File: src/rtl/dhm_pkg.sv
package dhm_pkg;
  localparam int BYTE_W   = 8;
  localparam int NBYTES   = 3;
  localparam int DATA_W   = BYTE_W * NBYTES;
  localparam int HADDR_W  = 3;
  localparam int CADDR_W  = 2;
  localparam int FLAG_LSB = 3;
  localparam int FLAG_W   = 2;

  localparam logic [HADDR_W-1:0] HA_CTL  = 3'd0;
  localparam logic [HADDR_W-1:0] HA_STAT = 3'd1;
  localparam logic [HADDR_W-1:0] HA_HI   = 3'd5;
  localparam logic [HADDR_W-1:0] HA_MID  = 3'd6;
  localparam logic [HADDR_W-1:0] HA_LO   = 3'd7;

  localparam logic [CADDR_W-1:0] CA_CTL  = 2'd0;
  localparam logic [CADDR_W-1:0] CA_STAT = 2'd1;
  localparam logic [CADDR_W-1:0] CA_DATA = 2'd2;

  typedef struct packed {
    logic [FLAG_W-1:0] flags;
    logic              en_txe;
    logic              en_rxf;
  } core_ctl_t;
endpackage

File: src/rtl/dhm_slot.sv
module dhm_slot #(
  parameter int W = 24
) (
  input  logic         clk_i,
  input  logic         rst_ni,
  input  logic         push_i,
  input  logic         pop_i,
  input  logic [W-1:0] wdata_i,
  output logic [W-1:0] data_o,
  output logic         full_o
);
  always_ff @(posedge clk_i or negedge rst_ni) begin
    if (!rst_ni) begin
      data_o <= '0;
      full_o <= 1'b0;
    end else if (full_o) begin
      if (pop_i) full_o <= 1'b0;   // push while full is dropped
    end else if (push_i) begin
      data_o <= wdata_i;
      full_o <= 1'b1;
    end
  end

  a_r2_push_sets_full: assert property (@(posedge clk_i) disable iff (!rst_ni)
    (push_i && !full_o) |=> (full_o && data_o == $past(wdata_i)));
  a_r3_pop_clears_full: assert property (@(posedge clk_i) disable iff (!rst_ni)
    (pop_i && full_o) |=> !full_o);
  a_r6_full_holds_data: assert property (@(posedge clk_i) disable iff (!rst_ni)
    full_o |=> $stable(data_o));
endmodule

File: src/rtl/dhm_host_if.sv
module dhm_host_if
  import dhm_pkg::*;
(
  input  logic               clk_i,
  input  logic               rst_ni,
  input  logic [HADDR_W-1:0] h_addr_i,
  input  logic               h_wr_i,
  input  logic               h_rd_i,
  input  logic [BYTE_W-1:0]  h_wdata_i,
  output logic [BYTE_W-1:0]  h_rdata_o,
  input  logic               h2c_full_i,
  output logic               h2c_push_o,
  output logic [DATA_W-1:0]  h2c_word_o,
  input  logic               c2h_full_i,
  input  logic [DATA_W-1:0]  c2h_word_i,
  output logic               c2h_pop_o,
  input  logic [FLAG_W-1:0]  core_flags_i,
  output logic [FLAG_W-1:0]  host_flags_o
);
  logic [BYTE_W-1:0] stage_hi_q, stage_mid_q;

  always_ff @(posedge clk_i or negedge rst_ni) begin
    if (!rst_ni) begin
      stage_hi_q   <= '0;
      stage_mid_q  <= '0;
      host_flags_o <= '0;
    end else if (h_wr_i) begin
      unique case (h_addr_i)
        HA_CTL: host_flags_o <= h_wdata_i[FLAG_LSB +: FLAG_W];
        HA_HI:  stage_hi_q   <= h_wdata_i;
        HA_MID: stage_mid_q  <= h_wdata_i;
        default: ;
      endcase
    end
  end

  assign h2c_push_o = h_wr_i && (h_addr_i == HA_LO);
  assign h2c_word_o = {stage_hi_q, stage_mid_q, h_wdata_i};
  assign c2h_pop_o  = h_rd_i && (h_addr_i == HA_LO);

  always_comb begin
    h_rdata_o = '0;
    unique case (h_addr_i)
      HA_CTL:  h_rdata_o[FLAG_LSB +: FLAG_W] = host_flags_o;
      HA_STAT: begin
        h_rdata_o[FLAG_LSB +: FLAG_W] = core_flags_i;
        h_rdata_o[1] = !h2c_full_i;
        h_rdata_o[0] = c2h_full_i;
      end
      HA_HI:   h_rdata_o = c2h_word_i[2*BYTE_W +: BYTE_W];
      HA_MID:  h_rdata_o = c2h_word_i[BYTE_W +: BYTE_W];
      HA_LO:   h_rdata_o = c2h_word_i[0 +: BYTE_W];
      default: ;
    endcase
  end

  a_r7_host_ctl_write: assert property (@(posedge clk_i) disable iff (!rst_ni)
    (h_wr_i && h_addr_i == HA_CTL) |=> (host_flags_o == $past(h_wdata_i[FLAG_LSB +: FLAG_W])));
endmodule

File: src/rtl/dhm_core_if.sv
module dhm_core_if
  import dhm_pkg::*;
(
  input  logic               clk_i,
  input  logic               rst_ni,
  input  logic [CADDR_W-1:0] c_addr_i,
  input  logic               c_wr_i,
  input  logic               c_rd_i,
  input  logic [DATA_W-1:0]  c_wdata_i,
  output logic [DATA_W-1:0]  c_rdata_o,
  input  logic               h2c_full_i,
  input  logic [DATA_W-1:0]  h2c_word_i,
  output logic               h2c_pop_o,
  input  logic               c2h_full_i,
  output logic               c2h_push_o,
  input  logic [FLAG_W-1:0]  host_flags_i,
  output logic [FLAG_W-1:0]  core_flags_o,
  output logic               irq_o
);
  core_ctl_t ctl_q;
  logic txe, rxf;

  always_ff @(posedge clk_i or negedge rst_ni) begin
    if (!rst_ni) ctl_q <= '0;
    else if (c_wr_i && c_addr_i == CA_CTL) begin
      ctl_q.flags  <= c_wdata_i[FLAG_LSB +: FLAG_W];
      ctl_q.en_txe <= c_wdata_i[1];
      ctl_q.en_rxf <= c_wdata_i[0];
    end
  end

  assign txe          = !c2h_full_i;
  assign rxf          = h2c_full_i;
  assign core_flags_o = ctl_q.flags;
  assign c2h_push_o   = c_wr_i && (c_addr_i == CA_DATA);
  assign h2c_pop_o    = c_rd_i && (c_addr_i == CA_DATA);
  assign irq_o        = (ctl_q.en_rxf && rxf) || (ctl_q.en_txe && txe);

  always_comb begin
    c_rdata_o = '0;
    unique case (c_addr_i)
      CA_CTL: begin
        c_rdata_o[FLAG_LSB +: FLAG_W] = ctl_q.flags;
        c_rdata_o[1] = ctl_q.en_txe;
        c_rdata_o[0] = ctl_q.en_rxf;
      end
      CA_STAT: begin
        c_rdata_o[FLAG_LSB +: FLAG_W] = host_flags_i;
        c_rdata_o[1] = txe;
        c_rdata_o[0] = rxf;
      end
      CA_DATA: c_rdata_o = h2c_word_i;
      default: ;
    endcase
  end

  a_r8_irq_needs_enable: assert property (@(posedge clk_i) disable iff (!rst_ni)
    irq_o |-> (ctl_q.en_rxf || ctl_q.en_txe));
  a_r7_core_ctl_write: assert property (@(posedge clk_i) disable iff (!rst_ni)
    (c_wr_i && c_addr_i == CA_CTL) |=> (core_flags_o == $past(c_wdata_i[FLAG_LSB +: FLAG_W])));
endmodule

File: src/rtl/dsp_host_mailbox.sv
module dsp_host_mailbox
  import dhm_pkg::*;
(
  input  logic               clk_i,
  input  logic               rst_ni,
  input  logic [HADDR_W-1:0] h_addr_i,
  input  logic               h_wr_i,
  input  logic               h_rd_i,
  input  logic [BYTE_W-1:0]  h_wdata_i,
  output logic [BYTE_W-1:0]  h_rdata_o,
  input  logic [CADDR_W-1:0] c_addr_i,
  input  logic               c_wr_i,
  input  logic               c_rd_i,
  input  logic [DATA_W-1:0]  c_wdata_i,
  output logic [DATA_W-1:0]  c_rdata_o,
  output logic               irq_o
);
  logic              h2c_push, h2c_pop, h2c_full;
  logic              c2h_push, c2h_pop, c2h_full;
  logic [DATA_W-1:0] h2c_in, h2c_word, c2h_word;
  logic [FLAG_W-1:0] host_flags, core_flags;

  dhm_slot #(.W(DATA_W)) u_h2c (
    .clk_i, .rst_ni, .push_i(h2c_push), .pop_i(h2c_pop),
    .wdata_i(h2c_in), .data_o(h2c_word), .full_o(h2c_full));

  dhm_slot #(.W(DATA_W)) u_c2h (
    .clk_i, .rst_ni, .push_i(c2h_push), .pop_i(c2h_pop),
    .wdata_i(c_wdata_i), .data_o(c2h_word), .full_o(c2h_full));

  dhm_host_if u_host (
    .clk_i, .rst_ni, .h_addr_i, .h_wr_i, .h_rd_i, .h_wdata_i, .h_rdata_o,
    .h2c_full_i(h2c_full), .h2c_push_o(h2c_push), .h2c_word_o(h2c_in),
    .c2h_full_i(c2h_full), .c2h_word_i(c2h_word), .c2h_pop_o(c2h_pop),
    .core_flags_i(core_flags), .host_flags_o(host_flags));

  dhm_core_if u_core (
    .clk_i, .rst_ni, .c_addr_i, .c_wr_i, .c_rd_i, .c_wdata_i, .c_rdata_o,
    .h2c_full_i(h2c_full), .h2c_word_i(h2c_word), .h2c_pop_o(h2c_pop),
    .c2h_full_i(c2h_full), .c2h_push_o(c2h_push),
    .host_flags_i(host_flags), .core_flags_o(core_flags), .irq_o);

  a_r5_host_pop_frees_core: assert property (@(posedge clk_i) disable iff (!rst_ni)
    (h_rd_i && h_addr_i == HA_LO && c2h_full) |=> !c2h_full);
  a_r1_reset_status: assert property (@(posedge clk_i)
    $rose(rst_ni) |-> (!h2c_full && !c2h_full && !irq_o));
endmodule

File: config.mk
export PLATFORM = sky130hd
export DESIGN_NAME = dsp_host_mailbox
export DESIGN_NICKNAME = d
export VERILOG_FILES = /design/src/rtl/dhm_pkg.sv /design/src/rtl/dhm_slot.sv /design/src/rtl/dhm_host_if.sv /design/src/rtl/dhm_core_if.sv /design/src/rtl/dsp_host_mailbox.sv
export SDC_FILE = /design/constraint.sdc
export NUM_CORES = 1
export LEC_CHECK = 0
export BUFFER_PORTS_ARGS = -buffer_cell sky130_fd_sc_hd__buf_2
export CAP_MARGIN = 30
export CORE_ASPECT_RATIO = 0.9
export CORE_MARGIN = 10
export CORE_UTILIZATION = 45
export DETAILED_ROUTE_END_ITERATION = 10
export GPL_TIMING_DRIVEN = 1
export PLACE_DENSITY = 0.69
export SLEW_MARGIN = 20
export SYNTH_ARGS = -nofsm -noshare
export SYNTH_HDL_FRONTEND = slang
export SYNTH_SLANG_ARGS = --single-unit
File: constraint.sdc
create_clock -name clk_i -period 2.2 [get_ports clk_i]
set_input_delay 0.11 -clock clk_i [delete_from_list [all_inputs] [get_ports clk_i]]
set_output_delay 0.11 -clock clk_i [all_outputs]
set_load 0.1 [all_outputs]
==> flow_summary.toml <==
[status]
status = "finished, final reports clean"

[cells_and_area]
multi_input_comb_area_sq_um = 1370
syn_to_final_growth_pct = 27.3
stdcell_area_sq_um = 4170
diodes = 0
layout.nets = 377
drive_gt1_share_pct = 51.3
nFillCells = 585
ff_latch_area_sq_um = 1800

[critical_path]
timing.rr.start = "u_h2c.full_o$_DFF_PN0_"
reg2reg_depth = 3
crit_path_max_fanout = 3
critPathRequiredTime_ns = 2.09
arrival_ns = 1.63
end_kind = "output port"
crit_path_cell_trace = "nor3b_1 -> a31oi_1 -> o221ai_2 -> buf_2"
r2r_slack_ns = 0.69
critPathLaunch = "u_host.host_flags_o[0]$_DFFE_PN0P_"
worstSetupPathType = "reg -> out"
start_kind = "flip-flop"
crit_slowest_cell = "buf_2"
crit_path_max_incr_delay_ns = 0.46

[route]
via_per_inst = 5.04
drcViolationCount = 0
first_pass_iters = 4
drt_wl_total_um = 7070
ant_nets = 0
drtIter0Drc = 60
wire_per_inst_um = 16.4
vias = 2178

[clocking]
numCtsBuffers = 9
htreeDepth = 3
cts_setup_buffers = 0
cts.path.max_buffers = 2
cts_resized = 0
cts_tree = "yes"
cts.sinks = 72
path_clk_slew_ns = 0.07
cts_root_buf = "clkbuf_8"
clk_latency_ns = 0.34
ctsHoldBuffers = 17

[floorplan]
die-area_sq_um = 11100
core_region_area_sq_um = 7080
ioPinCount = 76
start_util_pct = 46.3
rows = 29
die_h_um = 101
die_w_um = 110

[synth]
synth.area.top_cells = "dfrtp_1 55%, mux2_2 25%, and2_1 3.8%"
ys_warn_count = 0
synthFlopType = "dfrtp_1"
ys_types = 30
synth.cells.most_frequent = "73 x mux2_2, 72 x dfrtp_1, 20 x and2_1"
yosys.area.top_type = "dfrtp_1"
synthCells = 238
synth-seq-cells = 72
synth.top_cell.area_share_pct = 55.0
synthesis.area_sq_um = 3280
ys_async_sr_fraction_pct = 100
synth_fp_nets = 281
avgSynthCellArea_sq_um = 13.8
synth.most_common_cell = "mux2_2"
synth_edf_count = 0
ys_seq_area_share_pct = 55.0

[sta]
final_max_slew_viol_count = 0
relSlewSlack_pct = 54.3
worst_pin_slew_ns = 0.684
setup_viol = 0
period_share_pct = 79.2
rsz0062_at_grt = "no"
fmax_ghz = 0.574
fin_crit_ns = 1.74
setup_tns_ns = 0
fin_skew_ns = 0.00809
final_hold_viol_count = 0

[power_and_ir_drop]
powerDensity_nw_per_um2 = 1200
ir_drop_mv = 0.620
p_leak_nw = 1.95

[global_routing]
track_usage_pct = 13.2
grt-ovfl-total = 0
grt_max_degree = 73
grt_pass1_vias = 2305
antenna_found_initial = 0
grt_pass1_wl_um = 11400

[placement]
place_hpwl_um = 4950
port_buffers = 75
place_area_sq_um = 3720
place_congestion = 0.774

[min_path]
hp-class = "in -> reg"
hp-start = "c_wdata_i[15]"
min_path_cells = 2

[run]
maxCapViolations = 0
[cells in the final DEF (no fill, tap or decap), drive strengths merged, types with 2 or more instances in the layout]
cell type     n
buf          80
o2bb2ai       2
and2         20
nand4b        4
nand2        10
mux2         75
clkbuf       11
dlygate4sd3  18
o21ai         6
a21o          2
mux2i         7
nor3b         2
inv           2
a22oi         4
nor2b         7
dfrtp        72
nand3         4
bufinv        4
[per-layer routing]
layer	share of wire (%)	routed length, um	GRT usage (%)	vias up
li1	-	-	-	1039
met2	48	3430	21.1	45
met5	0	0	0	-
met1	44	3120	15.6	1085
met4	1.6	110	6.20	0
met3	5.9	416	4.28	9
[cell families (layout without fill, tap and decap cells)]
family          after synthesis  after routing  share of synthesized area, %
flops                        72             72                          55.0
mux                          82             82                          28.0
buf+inv                      15            116                          3.32
compound gates               17             17                          3.51
simple gates                 52             52                          10.2
[flip-flops by register name, indices dropped and copies added (netlist names)]
name	cells
u_c2h.data_o	24
u_core.ctl_q	2
u_host.stage_mid_q	8
u_c2h.full_o	1
u_h2c.full_o	1
u_h2c.data_o	24
u_core.core_flags_o	2
u_host.host_flags_o	2
u_host.stage_hi_q	8
[metrics by stage]
step	power [W]	utilization, %	setup WS, ns	instances	hold WS (ns)
3_5_place_dp	0.00364	52.6	0.535	398	0.171
2_1_floorplan	0.00332	-	0.0453	238	-0.186
3_3_place_gp	0.00359	52.6	0.567	398	0.164
5_1_grt	0.00524	59.0	0.359	432	0.00262
6_report	0.00500	59.0	0.459	432	0.0168
4_1_cts	0.00504	58.8	0.425	431	0.00149
[critical path, delay by kind of cell, from the launching register on]
family	cells	cell delay [ns]
AOI/OAI and AO/OA	2	0.27
DFF	1	0.38
and+or+nand+nor	1	0.19
buffers and inverters	1	0.46
[final timing paths]
| kind | endpoint |
|---|---|
| max | h_rdata_o[3] |
| max reg2reg | u_h2c.data_o[22]$_DFFE_PN0P_ |
| min in group asynchronous | u_c2h.data_o[0]$_DFFE_PN0P_ |
| max in group asynchronous | u_c2h.data_o[21]$_DFFE_PN0P_ |
| min | u_c2h.data_o[15]$_DFFE_PN0P_ |
| min reg2reg | u_h2c.data_o[10]$_DFFE_PN0P_ |
[where the power goes]
group	total [W]	internal [W]	leakage [nW]	switching [W]
Sequential	0.00201	0.00179	0.866	0.000228
Combinational	0.00161	0.000584	0.951	0.00102
Clock	0.00138	0.000900	0.130	0.000477
[layout make-up]
| class | instances | share of cell area [%] |
|---|---|---|
| clock buffers | 11 | 3.39 |
| clock inverters | 5 | 3.06 |
| inverters | 2 | 0.180 |
| multi-input cells | 151 | 32.9 |
| flip-flops and latches | 72 | 43.2 |
| well taps | 93 | 2.79 |
| repair buffers | 98 | 14.5 |
No activity file was read; power rests on OpenSTA's default activity.
